==> config.mk <==
export PLATFORM = sky130hd
export DESIGN_NAME = xdiv_unit
export DESIGN_NICKNAME = d
export VERILOG_FILES = /design/src/rtl/xdiv_pkg.sv /design/src/rtl/xdiv_prep.sv /design/src/rtl/xdiv_step.sv /design/src/rtl/xdiv_post.sv /design/src/rtl/xdiv_unit.sv
export SDC_FILE = /design/constraint.sdc
export NUM_CORES = 1
export LEC_CHECK = 0
export BUFFER_PORTS_ARGS = -buffer_cell sky130_fd_sc_hd__clkbuf_2
export CORE_ASPECT_RATIO = 1.75
export CORE_MARGIN = 10
export CORE_UTILIZATION = 35
export DETAILED_ROUTE_END_ITERATION = 7
export GPL_TIMING_DRIVEN = 0
export PLACE_DENSITY = 0.6
export SYNTH_ARGS = -nofsm -noshare
export SYNTH_HDL_FRONTEND = slang
export SYNTH_SLANG_ARGS = --single-unit
export TNS_END_PERCENT = 50
==> constraint.sdc <==
create_clock -name clk -period 6.15 [get_ports clk]
set_input_delay 0.3075 -clock clk [delete_from_list [all_inputs] [get_ports clk]]
set_output_delay 0.3075 -clock clk [all_outputs]
set_load 0.05 [all_outputs]
==> src/rtl/xdiv_pkg.sv <==
package xdiv_pkg;

    typedef enum logic [1:0] {
        XD_IDLE = 2'd0,
        XD_RUN  = 2'd1,
        XD_FIN  = 2'd2
    } xd_state_e;

    typedef struct packed {
        logic n;
        logic z;
        logic v;
        logic c;
    } xd_flags_t;

endpackage

==> src/rtl/xdiv_prep.sv <==
// Forms the double-width dividend and converts both operands to magnitudes.
module xdiv_prep #(
    parameter int DW = 32
) (
    input  logic              is_signed,
    input  logic [DW-1:0]     y_word,
    input  logic [DW-1:0]     a_word,
    input  logic [DW-1:0]     b_word,
    output logic [2*DW-1:0]   dvd_mag,
    output logic [DW-1:0]     dvs_mag,
    output logic              q_neg,
    output logic              dvs_zero
);
    localparam int W = 2 * DW;

    logic [W-1:0] dvd_raw;
    logic         dvd_neg;
    logic         dvs_neg;

    always_comb begin
        dvd_raw  = {y_word, a_word};
        dvd_neg  = is_signed & dvd_raw[W-1];
        dvs_neg  = is_signed & b_word[DW-1];
        dvd_mag  = dvd_neg ? (~dvd_raw + W'(1)) : dvd_raw;
        dvs_mag  = dvs_neg ? (~b_word + DW'(1)) : b_word;
        q_neg    = dvd_neg ^ dvs_neg;
        dvs_zero = (b_word == '0);
    end
endmodule

==> src/rtl/xdiv_step.sv <==
// One restoring shift-subtract iteration.
module xdiv_step #(
    parameter int DW = 32
) (
    input  logic [DW-1:0]   rem_i,
    input  logic [2*DW-1:0] quo_i,
    input  logic [DW-1:0]   dvs_i,
    output logic [DW-1:0]   rem_o,
    output logic [2*DW-1:0] quo_o
);
    localparam int W = 2 * DW;

    logic [DW:0]   shifted;
    logic [DW+1:0] trial;
    logic          fits;

    always_comb begin
        shifted = {rem_i, quo_i[W-1]};
        trial   = {1'b0, shifted} - {2'b00, dvs_i};
        fits    = ~trial[DW+1];
        rem_o   = fits ? trial[DW-1:0] : shifted[DW-1:0];
        quo_o   = {quo_i[W-2:0], fits};
    end
endmodule

==> src/rtl/xdiv_post.sv <==
// Applies the quotient sign and clamps out-of-range values.
module xdiv_post #(
    parameter int DW = 32
) (
    input  logic [2*DW-1:0] mag,
    input  logic            q_neg,
    input  logic            is_signed,
    output logic [2*DW-1:0] res,
    output logic            clamped
);
    localparam int           W       = 2 * DW;
    localparam logic [W-1:0] U_MAX   = {{DW{1'b0}}, {DW{1'b1}}};
    localparam logic [W-1:0] S_MAX   = {{(DW+1){1'b0}}, {(DW-1){1'b1}}};
    localparam logic [W-1:0] S_MIN   = {{(DW+1){1'b1}}, {(DW-1){1'b0}}};
    localparam logic [W-1:0] NEG_LIM = W'(1) << (DW - 1);

    always_comb begin
        res     = mag;
        clamped = 1'b0;
        if (!is_signed) begin
            if (|mag[W-1:DW]) begin
                res     = U_MAX;
                clamped = 1'b1;
            end
        end else if (!q_neg) begin
            if (|mag[W-1:DW-1]) begin
                res     = S_MAX;
                clamped = 1'b1;
            end
        end else begin
            if (mag > NEG_LIM) begin
                res     = S_MIN;
                clamped = 1'b1;
            end else begin
                res = ~mag + W'(1);
            end
        end
    end
endmodule

==> src/rtl/xdiv_unit.sv <==
module xdiv_unit
    import xdiv_pkg::*;
#(
    parameter int DW = 32
) (
    input  logic              clk,
    input  logic              rst_n,
    input  logic              start,
    input  logic              is_signed,
    input  logic              cc_en,
    input  logic [2*DW-1:0]   src_a,
    input  logic [2*DW-1:0]   src_b,
    input  logic [DW-1:0]     y_val,
    output logic [2*DW-1:0]   result,
    output logic              div_zero,
    output logic [3:0]        icc,
    output logic [3:0]        xcc,
    output logic              done
);
    localparam int W  = 2 * DW;
    localparam int CW = $clog2(W + 1);

    typedef struct packed {
        xd_state_e      st;
        logic [CW-1:0]  cnt;
        logic [DW-1:0]  rem;
        logic [W-1:0]   quo;
        logic [DW-1:0]  dvs;
        logic           neg;
        logic           sgn;
        logic           cc;
        logic [W-1:0]   res;
        logic           dz;
        logic           done;
        xd_flags_t      icc;
        xd_flags_t      xcc;
    } regs_t;

    regs_t r_d, r_q;

    logic [W-1:0]  p_dvd_mag;
    logic [DW-1:0] p_dvs_mag;
    logic          p_q_neg;
    logic          p_dvs_zero;
    logic [DW-1:0] s_rem;
    logic [W-1:0]  s_quo;
    logic [W-1:0]  f_res;
    logic          f_clamped;
    logic          unused_upper;

    assign unused_upper = ^{src_a[W-1:DW], src_b[W-1:DW]};

    xdiv_prep #(.DW(DW)) u_prep (
        .is_signed (is_signed),
        .y_word    (y_val),
        .a_word    (src_a[DW-1:0]),
        .b_word    (src_b[DW-1:0]),
        .dvd_mag   (p_dvd_mag),
        .dvs_mag   (p_dvs_mag),
        .q_neg     (p_q_neg),
        .dvs_zero  (p_dvs_zero)
    );

    xdiv_step #(.DW(DW)) u_step (
        .rem_i (r_q.rem),
        .quo_i (r_q.quo),
        .dvs_i (r_q.dvs),
        .rem_o (s_rem),
        .quo_o (s_quo)
    );

    xdiv_post #(.DW(DW)) u_post (
        .mag       (r_q.quo),
        .q_neg     (r_q.neg),
        .is_signed (r_q.sgn),
        .res       (f_res),
        .clamped   (f_clamped)
    );

    always_comb begin
        r_d      = r_q;
        r_d.done = 1'b0;
        case (r_q.st)
            XD_IDLE: begin
                if (start) begin
                    if (p_dvs_zero) begin
                        r_d.done = 1'b1;
                        r_d.dz   = 1'b1;
                    end else begin
                        r_d.st  = XD_RUN;
                        r_d.cnt = CW'(W);
                        r_d.rem = '0;
                        r_d.quo = p_dvd_mag;
                        r_d.dvs = p_dvs_mag;
                        r_d.neg = p_q_neg;
                        r_d.sgn = is_signed;
                        r_d.cc  = cc_en;
                    end
                end
            end
            XD_RUN: begin
                r_d.rem = s_rem;
                r_d.quo = s_quo;
                r_d.cnt = r_q.cnt - CW'(1);
                if (r_q.cnt == CW'(1)) begin
                    r_d.st = XD_FIN;
                end
            end
            XD_FIN: begin
                r_d.st   = XD_IDLE;
                r_d.res  = f_res;
                r_d.dz   = 1'b0;
                r_d.done = 1'b1;
                if (r_q.cc) begin
                    r_d.icc.n = f_res[DW-1];
                    r_d.icc.z = (f_res[DW-1:0] == '0);
                    r_d.icc.v = f_clamped;
                    r_d.icc.c = 1'b0;
                    r_d.xcc.n = f_res[W-1];
                    r_d.xcc.z = (f_res == '0);
                    r_d.xcc.v = 1'b0;
                    r_d.xcc.c = 1'b0;
                end
            end
            default: r_d.st = XD_IDLE;
        endcase
    end

    always_ff @(posedge clk) begin
        if (!rst_n) r_q <= '0;
        else        r_q <= r_d;
    end

    assign result   = r_q.res;
    assign div_zero = r_q.dz;
    assign icc      = r_q.icc;
    assign xcc      = r_q.xcc;
    assign done     = r_q.done;

    // completion strobe lasts one cycle
    a_r10_done_pulse: assert property (@(posedge clk) disable iff (!rst_n)
        r_q.done |=> !r_q.done);

    // result moves only together with done
    a_r11_res_at_done: assert property (@(posedge clk) disable iff (!rst_n)
        !$stable(r_q.res) |-> r_q.done);

    // a start during a running divide does not reload the divisor
    a_r11_busy_ignore: assert property (@(posedge clk) disable iff (!rst_n)
        (r_q.st != XD_IDLE && start) |=> $stable(r_q.dvs));

    // zero-divisor completion leaves result untouched
    a_r7_dz_keeps_res: assert property (@(posedge clk) disable iff (!rst_n)
        (r_q.done && r_q.dz) |-> $stable(r_q.res));

    // unsigned results never exceed 32 bits
    a_r3_unsigned_fits: assert property (@(posedge clk) disable iff (!rst_n)
        (r_q.done && !r_q.dz && !r_q.sgn) |-> (r_q.res[W-1:DW] == '0));

    // non-negative signed results stay at or below 2^31-1
    a_r5_pos_range: assert property (@(posedge clk) disable iff (!rst_n)
        (r_q.done && !r_q.dz && r_q.sgn && !r_q.res[W-1]) |-> (r_q.res[W-1:DW-1] == '0));

    // negative signed results stay at or above -2^31
    a_r6_neg_range: assert property (@(posedge clk) disable iff (!rst_n)
        (r_q.done && !r_q.dz && r_q.sgn && r_q.res[W-1]) |-> (&r_q.res[W-1:DW-1]));

    // carry flags and 64-bit overflow are clear after a cc divide
    a_r8_carry_clear: assert property (@(posedge clk) disable iff (!rst_n)
        (r_q.done && !r_q.dz && r_q.cc) |-> (!r_q.icc.c && !r_q.xcc.c && !r_q.xcc.v));

    // flags change only on a completion that requested them
    a_r9_flags_hold: assert property (@(posedge clk) disable iff (!rst_n)
        (!$stable(r_q.icc) || !$stable(r_q.xcc)) |-> (r_q.done && !r_q.dz && r_q.cc));
endmodule

==> results.sh <==
export IMPL_vias=13600
export IMPL_grt_max_degree=16
export IMPL_cts_tree="built"
export IMPL_startpoint_type="register"
export IMPL_core_um2=37500
export IMPL_clk_pin_slew_ns=0.07
export IMPL_cts_resized=0
export IMPL_syn_area_um2=13200
export IMPL_cts_buffers=22
export IMPL_grt_pass1_vias=13800
export IMPL_post_dp_hpwl_mm=39.2
export IMPL_postCtsSetupRepairBufs=0
export IMPL_total_power_uw=5990
export IMPL_synth_common_cells="261 x nor2_1, 211 x dfxtp_1, 204 x nand2_1"
export IMPL_htree_levels=1
export IMPL_area_growth_pct=16.9
export IMPL_rsz0062_at_grt="no"
export IMPL_path_class="reg -> reg"
export IMPL_grt_first_pass_wirelength_mm=75.4
export IMPL_antenna_found_initial=0
export IMPL_grt_util_all_layers_pct=20.0
export IMPL_yosysMostFrequentCell="nor2_1"
export IMPL_drc=0
export IMPL_relSlewSlack_pct=5.13
export IMPL_ys_seq_area_share_pct=31.9
export IMPL_setup_violations=0
export IMPL_ys_flop_type="dfxtp_1"
export IMPL_synth_cells=1801
export IMPL_yosys_warnings=0
export IMPL_root_buffer="clkbuf_16"
export IMPL_ys_types=72
export IMPL_peakVddDrop_v=0.000296
export IMPL_syn_avg_cell_area_um2=7.35
export IMPL_fin_skew_ns=0.0143
export IMPL_hold_viol=0
export IMPL_clock_latency_ns=0.53
export IMPL_cts_sinks=211
export IMPL_ys_ff_latch=211
export IMPL_async_flop_share_pct=0
export IMPL_synth_edf_count=0
export IMPL_overflow=0
export IMPL_finalCritPeriodShare_pct=91.2
export IMPL_num_io_pins=239
export IMPL_required_ns=6.55
export IMPL_die_y_um=277
export IMPL_drive_gt1_share_pct=16.0
export IMPL_antenna_cells=0
export IMPL_dr_pass1_iters=8
export IMPL_routedWlPerCell_um=19.5
export IMPL_wl_mm=48.6
export IMPL_yosys_area_top_type_share_pct=31.9
export IMPL_final_min_clock_period_ns=5.61
export IMPL_die_area_um2=46300
export IMPL_fmax_mhz=178
export IMPL_p_leak_uw=0.00623
export IMPL_detail_route_antenna_nets=0
export IMPL_portBuffers=170
export IMPL_synth_area_leader_cell="dfxtp_1"
export IMPL_worstPathArrival_ns=6.01
export IMPL_die_w_um=167
export IMPL_worst_setup_path_end_kind="register"
export IMPL_synthTopCellsByArea="dfxtp_1 32%, nor2_1 7.4%, nand2_1 5.8%, a21oi_1 5.3%, buf_4 4.2%"
export IMPL_cts_hold_buf=0
export IMPL_start_util_pct=35.3
export IMPL_rows=94
export IMPL_worst_pin_slew_ns=1.42
export IMPL_drt_iter0_markers=798
export IMPL_clockBufferDepth=3
export IMPL_viasPerCell=5.47
export IMPL_hold_class="in -> reg"
export IMPL_gp_congestion=0.958
export IMPL_outcome="finished clean"
export IMPL_tns_ns=0
export IMPL_nNetsFinal=2200
export IMPL_power_density_nw_per_um2=387
export IMPL_slew_viol_final=0
export IMPL_worstPathMaxFanout=10
export IMPL_drv_cap=0
cell usage in the layout, fill, tap and decap left out, types with 23 or more instances in the layout:
cell type / instances
o21ai_0: 105
clkbuf_1: 90
nand2_1: 204
a211oi_1: 36
a21oi_1: 141
xnor2_1: 59
ha_1: 37
or3_1: 23
clkbuf_16: 23
clkbuf_2: 170
xor2_1: 63
nand3_1: 58
buf_4: 74
nor2_1: 261
nor3_1: 53
a31oi_1: 45
dfxtp_1: 211
nor4_1: 25
inv_1: 55
final cells by class:
| cell class | instances | area (µm²) |
|---|---|---|
| fillers | 3933 | 22000 |
| multi-input cells | 1356 | 7830 |
| flip-flops and latches | 211 | 4220 |
| plain buffers | 180 | 975 |
| repair buffers | 170 | 851 |
| clock buffers | 32 | 679 |
| well taps | 480 | 601 |
| inverters | 56 | 210 |
| clock inverters | 8 | 104 |
per-layer routing:
layer	GRT usage, %	up-vias	wire [µm]
met5	0	-	0
met4	11.2	0	2650
met2	37.4	441	25200
li1	-	6671	-
met1	20.9	6399	18400
met3	2.73	116	2390
power breakdown:
| part | switching (µW) | internal (µW) | total [µW] |
|---|---|---|---|
| Combinational | 1770 | 1120 | 2890 |
| Sequential | 130 | 1520 | 1660 |
| Clock | 597 | 855 | 1450 |
cell families after synthesis:
group	Yosys count	synth area share (%)
flops	211	31.9
xor+xnor	122	8.07
compound gates	467	22.0
buf+inv	236	8.95
mux	5	0.378
fa+ha+maj	38	3.65
other cells	1	0.0283
simple gates	721	25.0
state kept, by name (all words and copies together), names as in the netlist:
name / cells
r_q: 140
result: 64
icc: 3
xcc: 2
div_zero: 1
done: 1
critical path, stage by stage, from the launching register on:
cell and delay (ns):
dfxtp_1 0.30, clkbuf_1 0.25, inv_1 0.12, ha_1 0.19, nor3b_1 1.13, nand4_1 0.35, nor4_1 0.74, o21a_1 0.18
clkbuf_1 0.46, nand2_1 0.33, o21ai_0 0.48, nand2_1 0.12, nand2_1 0.31, clkbuf_1 0.40, nor2_1 0.10
path summary, 6_finish.rpt:
path / startpoint / endpoint / slack (ns) / cells after the start
max: r_q[109] / result[49] / 0.54 / 14
min: cc_en / r_q[74] / 0.03 / 3
max reg2reg: r_q[109] / result[49] / 0.54 / 14
min reg2reg: r_q[103] / r_q[103] / 0.45 / 2
per-stage QoR:
stage / utilization, % / std cells / hold WS [ns] / area [µm²] / setup slack, ns
2_1_floorplan: - / 1803 / 0.431 / 13200 / 2.71
3_3_place_gp: 39.2 / 2453 / 0.442 / 14700 / 0.696
3_5_place_dp: 39.2 / 2453 / 0.447 / 14700 / 0.782
4_1_cts: 41.2 / 2493 / 0.0145 / 15500 / 0.757
5_1_grt: 41.2 / 2493 / 0.0301 / 15500 / 0.362
6_report: 41.2 / 2493 / 0.0341 / 15500 / 0.540
Note: power is estimated with default switching activity, not from simulation.
